<file path="src/rtl/xfer_pkg.sv">
package xfer_pkg;

  typedef enum logic [2:0] {
    ST_IDLE,
    ST_RD,
    ST_WR,
    ST_UPD,
    ST_DONE
  } xferState_t;

  // Strobes from the control FSM to the datapath
  typedef struct packed {
    logic rdStb;
    logic wrStb;
    logic updStb;
    logic clrEn;
  } xferStrobes_t;

  // Mode word field positions
  localparam int SRC_LSB  = 0;
  localparam int DST_LSB  = 2;
  localparam int SIZE_BIT = 4;
  localparam int MODE_W   = 5;

  // Configuration select codes
  localparam logic [2:0] SEL_MODE = 3'd0;
  localparam logic [2:0] SEL_SRC  = 3'd1;
  localparam logic [2:0] SEL_DST  = 3'd2;
  localparam logic [2:0] SEL_CNT  = 3'd3;
  localparam logic [2:0] SEL_EN   = 3'd4;

endpackage

</file>
<file path="src/rtl/xfer_datapath.sv">
module xfer_datapath
  import xfer_pkg::*;
#(
  parameter int AW = 16,
  parameter int DW = 16,
  parameter int CW = 16,
  parameter int CFG_W = 16
) (
  input  logic             clk,
  input  logic             rstN,
  input  logic             cfgWe,
  input  logic [2:0]       cfgSel,
  input  logic [CFG_W-1:0] cfgData,
  input  xferStrobes_t     stb,
  input  logic [DW-1:0]    memRdata,
  output logic [AW-1:0]    memAddr,
  output logic [DW-1:0]    memWdata,
  output logic             memWide,
  output logic             chanEn,
  output logic [CW-1:0]    xferCount,
  output logic             cntZero
);

  localparam logic [AW-1:0] STEP_BYTE = AW'(1);
  localparam logic [AW-1:0] STEP_WORD = AW'(2);
  localparam logic [DW-1:0] BYTE_MASK = DW'(8'hFF);
  localparam logic [CW-1:0] CNT_ONE   = CW'(1);

  logic [MODE_W-1:0] modeReg;
  logic [AW-1:0]     srcReg;
  logic [AW-1:0]     dstReg;
  logic [CW-1:0]     cntReg;
  logic              enReg;
  logic [DW-1:0]     dataReg;
  logic [AW-1:0]     stepVal;

  function automatic logic [AW-1:0] advance(input logic [AW-1:0] addr,
                                            input logic [1:0] mode,
                                            input logic [AW-1:0] step);
    case (mode)
      2'b10:   return addr + step;
      2'b11:   return addr - step;
      default: return addr;
    endcase
  endfunction

  assign stepVal = modeReg[SIZE_BIT] ? STEP_WORD : STEP_BYTE;

  always_ff @(posedge clk or negedge rstN) begin
    if (!rstN) begin
      modeReg <= '0;
      srcReg  <= '0;
      dstReg  <= '0;
      cntReg  <= '0;
      enReg   <= 1'b0;
      dataReg <= '0;
    end else begin
      if (stb.rdStb) dataReg <= memRdata;
      if (stb.updStb) begin
        srcReg <= advance(srcReg, modeReg[SRC_LSB+:2], stepVal);
        dstReg <= advance(dstReg, modeReg[DST_LSB+:2], stepVal);
        cntReg <= cntReg - CNT_ONE;
      end
      if (stb.clrEn) begin
        enReg <= 1'b0;
      end else if (cfgWe && cfgSel == SEL_EN) begin
        enReg <= cfgData[0];
      end
      if (cfgWe) begin
        case (cfgSel)
          SEL_MODE: modeReg <= cfgData[MODE_W-1:0];
          SEL_SRC:  srcReg  <= cfgData[AW-1:0];
          SEL_DST:  dstReg  <= cfgData[AW-1:0];
          SEL_CNT:  cntReg  <= cfgData[CW-1:0];
          default:  ;
        endcase
      end
    end
  end

  assign memAddr   = stb.wrStb ? dstReg : srcReg;
  assign memWdata  = modeReg[SIZE_BIT] ? dataReg : (dataReg & BYTE_MASK);
  assign memWide   = modeReg[SIZE_BIT];
  assign chanEn    = enReg;
  assign xferCount = cntReg;
  assign cntZero   = (cntReg == '0);

endmodule

</file>
<file path="src/rtl/xfer_ctrl.sv">
module xfer_ctrl
  import xfer_pkg::*;
#(
  parameter int PW = 4
) (
  input  logic         clk,
  input  logic         rstN,
  input  logic         reqIn,
  input  logic         enIn,
  input  logic         cntZero,
  output xferStrobes_t stb,
  output logic         busy,
  output logic         flagClr,
  output logic         cpuIrq
);

  localparam logic [PW-1:0] PEND_MAX = '1;
  localparam logic [PW-1:0] PEND_ONE = PW'(1);

  xferState_t state, nextState;
  logic [PW-1:0] pend, pendNext;
  logic take;

  always_ff @(posedge clk or negedge rstN) begin
    if (!rstN) begin
      state <= ST_IDLE;
      pend  <= '0;
    end else begin
      state <= nextState;
      pend  <= pendNext;
    end
  end

  assign take = (state == ST_IDLE) && (pend != '0);

  always_comb begin
    pendNext = pend;
    if (reqIn && !take && pend != PEND_MAX) pendNext = pend + PEND_ONE;
    else if (!reqIn && take)                pendNext = pend - PEND_ONE;
  end

  always_comb begin
    nextState = state;
    case (state)
      ST_IDLE: if (take && enIn) nextState = ST_RD;
      ST_RD:   nextState = ST_WR;
      ST_WR:   nextState = ST_UPD;
      ST_UPD:  nextState = ST_DONE;
      ST_DONE: nextState = ST_IDLE;
      default: nextState = ST_IDLE;
    endcase
  end

  always_comb begin
    stb.rdStb  = (state == ST_RD);
    stb.wrStb  = (state == ST_WR);
    stb.updStb = (state == ST_UPD);
    stb.clrEn  = (state == ST_DONE) && cntZero;
  end

  assign busy    = (state == ST_RD) || (state == ST_WR) || (state == ST_UPD);
  assign flagClr = (state == ST_DONE) && !cntZero;
  assign cpuIrq  = ((state == ST_DONE) && cntZero) || (take && !enIn);

endmodule

</file>
<file path="src/rtl/irq_xfer_engine.sv">
module irq_xfer_engine
  import xfer_pkg::*;
#(
  parameter int AW = 16,
  parameter int DW = 16,
  parameter int CW = 16,
  parameter int PW = 4,
  localparam int CFG_W = (AW > CW) ? AW : CW
) (
  input  logic             clk,
  input  logic             rstN,
  input  logic             cfgWe,
  input  logic [2:0]       cfgSel,
  input  logic [CFG_W-1:0] cfgData,
  input  logic             reqIn,
  output logic             flagClr,
  output logic             cpuIrq,
  output logic             memRe,
  output logic             memWe,
  output logic             memWide,
  output logic [AW-1:0]    memAddr,
  output logic [DW-1:0]    memWdata,
  input  logic [DW-1:0]    memRdata,
  output logic             busy,
  output logic             chanEn,
  output logic [CW-1:0]    xferCount
);

  xferStrobes_t stb;
  logic cntZero;

  xfer_ctrl #(.PW(PW)) u_ctrl (
    .clk(clk), .rstN(rstN), .reqIn(reqIn), .enIn(chanEn), .cntZero(cntZero),
    .stb(stb), .busy(busy), .flagClr(flagClr), .cpuIrq(cpuIrq)
  );

  xfer_datapath #(.AW(AW), .DW(DW), .CW(CW), .CFG_W(CFG_W)) u_dp (
    .clk(clk), .rstN(rstN), .cfgWe(cfgWe), .cfgSel(cfgSel), .cfgData(cfgData),
    .stb(stb), .memRdata(memRdata), .memAddr(memAddr), .memWdata(memWdata),
    .memWide(memWide), .chanEn(chanEn), .xferCount(xferCount), .cntZero(cntZero)
  );

  assign memRe = stb.rdStb;
  assign memWe = stb.wrStb;

endmodule

</file>
<file path="config.mk">
export PLATFORM = sky130hd
export DESIGN_NAME = irq_xfer_engine
export DESIGN_NICKNAME = d
export VERILOG_FILES = /design/src/rtl/xfer_pkg.sv /design/src/rtl/xfer_datapath.sv /design/src/rtl/xfer_ctrl.sv /design/src/rtl/irq_xfer_engine.sv
export SDC_FILE = /design/constraint.sdc
export NUM_CORES = 1
export LEC_CHECK = 0
export ABC_CLOCK_PERIOD_IN_PS = 2900
export CAP_MARGIN = 20
export CORE_MARGIN = 2
export CORE_UTILIZATION = 35
export DETAILED_ROUTE_END_ITERATION = 7
export RECOVER_POWER = 50
export SYNTH_ARGS = -nofsm -noshare
export SYNTH_HDL_FRONTEND = slang
export SYNTH_SLANG_ARGS = --single-unit
</file>
<file path="constraint.sdc">
create_clock -name clk -period 2.9 [get_ports clk]
set_clock_uncertainty 0.2 [all_clocks]
set_input_delay 0.435 -clock clk [delete_from_list [all_inputs] [get_ports clk]]
set_output_delay 0.435 -clock clk [all_outputs]
set_load 0.05 [all_outputs]
</file>
==> results.toml <==
[timing]
slew_viol_final = 0
fmaxAchievable_mhz = 352
tightest_slew_ns = 1.24
setup_viol = 0
fin_crit_sh_pct = 98.1
rsz0062_at_grt = "yes"
layout_min_cycle_time_ns = 2.84
relSlewSlack_pct = 17.3
hold_viol = 0

[place]
dp_hpwl_mm = 11.9
gp_congestion = 0.896
dpl-instance-area_mm2 = 0.00644
io_buffers = 93

[grt]
antenna_found_initial = 0
overflow = 0
grt_max_degree = 48
grt_pass1_wl_mm = 25.3
grt_usage_pct = 20.1
grt_pass1_vias = 4608

[run]
drv_cap = 0

[clocking]
clkTransAtPathRegs_ns = 0.06
cts.sinks = 77
cts_root_buf = "clkbuf_16"
clkLatencyLatePin_ns = 0.35
clockBufferDepth = 2
cts_inserted_buffers = 9
cts_tree = "done"
htree_levels = 3

[synth]
synth_ff_type = "dfrtp_1"
synth_top_area_share_pct = 36.7
yosys-top-cells-count = "dfrtp_1, nor2_1, nand2_1, a21oi_1, mux2_2"
synth_most_common_cell = "dfrtp_1"
syn_avg_cell_area_um2 = 8.67
ys_seq_area_share_pct = 36.7
ys_warn_count = 0
netlist_area_mm2 = 0.00524
async_flop_share_pct = 100
synth_cells = 605
ys_seq_elements = 77
syn_nets = 654
synth_cell_types = 66
synth.largest_area_cell = "dfrtp_1"
yosys-top-cells-area = "dfrtp_1, mux2_2, nor2_1, xnor2_1, nand2_1"
synth_edf_count = 0

[setup_path]
endpoint_kind = "output pin"
r2r_cells = 9
path_max_fanout = 3
start_kind = "register"
cp.arrival_ns = 2.21
required_ns = 2.27
crit_type = "reg -> out"

[floorplanning]
fp.dieArea_mm2 = 0.0160
die_h_um = 126
core-area_mm2 = 0.0146
initial_core_util_pct = 35.9
ios = 94
num_rows = 44
die_w_um = 126

[routing]
initialDrtViolationCount = 366
wl_per_cell_um = 18.0
drc = 0
drt_wl_total_mm = 15.9
ant_nets = 0
via_per_inst = 5.54
first_pass_iters = 5
vias = 4885

[power_and_ir_drop]
ir_drop_uv = 1000
cellLeakagePower_nw = 2.61
power.density_mw_per_mm2 = 1070

[finish]
area_delta_synth_final_pct = 30.0
fin_area_mm2 = 0.00682
final_util_pct = 46.7
insertedDiodeCount = 0
finalNetCount = 742
drive_gt1_share_pct = 17.6

[hold_path]
hold_class = "reg -> reg"
holdPathStages = 1

[outcome]
status = "completed"
## layout make-up
cell class / instances / area, µm²
Fill cell: 1365 / 7770
Timing Repair Buffer: 123 / 1140
Multi-Input combinational cell: 466 / 3140
Sequential cell: 77 / 1930
Tap cell: 184 / 230
Clock inverter: 5 / 83.8
Clock buffer: 11 / 233
Inverter: 16 / 60.1
## layout by cell type (no fill, tap or decap), types with 4 or more instances in the layout
master / instances
ha_1: 7
buf_4: 37
nor4_1: 8
a21oi_1: 40
nor4b_1: 4
and3_1: 6
a31oi_1: 6
nand3b_1: 5
inv_1: 16
mux2_2: 36
buf_12: 5
dfrtp_1: 75
clkbuf_16: 9
mux2i_1: 10
a22oi_1: 4
xnor2_1: 27
nor2_1: 74
nand2_1: 57
nor2b_1: 4
nand3_1: 18
o21ai_0: 24
xor2_1: 13
nand4_1: 14
or2_2: 4
clkbuf_1: 9
nor3_1: 14
clkdlybuf4s50_1: 71
or4_4: 4
and2_1: 12
## registers in the layout, summed over array words and instances (netlist names)
register and cells:
u_dp.srcReg 16, u_ctrl.pend 4, u_dp.xferCount 16, u_dp.dataReg 16, u_dp.dstReg 16, u_ctrl.state 3
u_dp.modeReg 5, u_dp.chanEn 1
## cell families (layout without fill, tap and decap cells)
| logic type | after synthesis | after routing | share of synthesized area (%) |
|---|---|---|---|
| and+or+nand+nor | 255 | 255 | 24.9 |
| AOI/OAI and AO/OA | 114 | 114 | 13.8 |
| DFF | 77 | 77 | 36.7 |
| buffers and inverters | 62 | 155 | 5.23 |
| muxes | 47 | 47 | 9.83 |
| xor gates and xnor gates | 40 | 40 | 6.68 |
| adders and majority gates | 10 | 10 | 2.82 |
## path summary, 6_finish.rpt
path	from	to	slack, ns
hold reg to reg	u_dp.dataReg[12]$_DFFE_PN0P_	u_dp.dataReg[12]$_DFFE_PN0P_	0.30
hold / removal	u_dp.dataReg[12]$_DFFE_PN0P_	u_dp.dataReg[12]$_DFFE_PN0P_	0.30
setup reg to reg	u_dp.modeReg[1]$_DFFE_PN0P_	u_dp.srcReg[11]$_DFF_PN0_	0.17
min in group asynchronous	rstN	u_dp.dataReg[10]$_DFFE_PN0P_	0.68
max in group asynchronous	rstN	u_dp.xferCount[12]$_DFF_PN0_	0.58
setup / recovery	u_dp.xferCount[9]$_DFF_PN0_	cpuIrq	0.06
## routing by layer
layer | part of all wire, % | wire length [µm] | global-route usage [%]
met3 | 6.1 | 970 | 4.64
met2 | 46 | 7260 | 31.5
met1 | 45 | 7210 | 27.5
met4 | 2.8 | 441 | 6.92
met5 | 0 | 0 | 0
## stage by stage
stage / worst slack (ns) / hold slack (ns) / TNS [ns] / power, mW / instances
floorplan: -0.123 / -0.0606 / -0.345 / 4.79 / 605
global placement: 0.0960 / 0.284 / 0 / 5.96 / 862
detailed placement: 0.132 / 0.290 / 0 / 6.05 / 862
CTS: -0.0664 / 0.304 / -0.0664 / 7.32 / 882
global route: -0.0339 / 0.315 / -0.0339 / 7.70 / 882
finish: 0.0551 / 0.299 / 0 / 7.28 / 882
## power by group
group	internal, mW	total (mW)	leakage (nW)	switching, mW
clock	0.757	1.22	0.146	0.459
sequential	1.48	2.03	0.882	0.556
combinational	1.63	4.03	1.58	2.40
total	3.87	7.28	2.61	3.41
## timing repair
action	CTS	global route
pin swaps	3	2
hold buffers	1	0
gates resized for setup	5	7
setup endpoints to repair	2	5
hold endpoints to repair	44	0
buffers inserted	3	0
## critical path: stages (launching register included)
cell and delay [ns]:
dfrtp_1 0.38, or3_4 0.38, or4_4 0.46, nor4_4 0.15
buf_4 0.17, nand3_2 0.07, o21ai_2 0.10, buf_12 0.16
(Power assumes the default switching activity.)
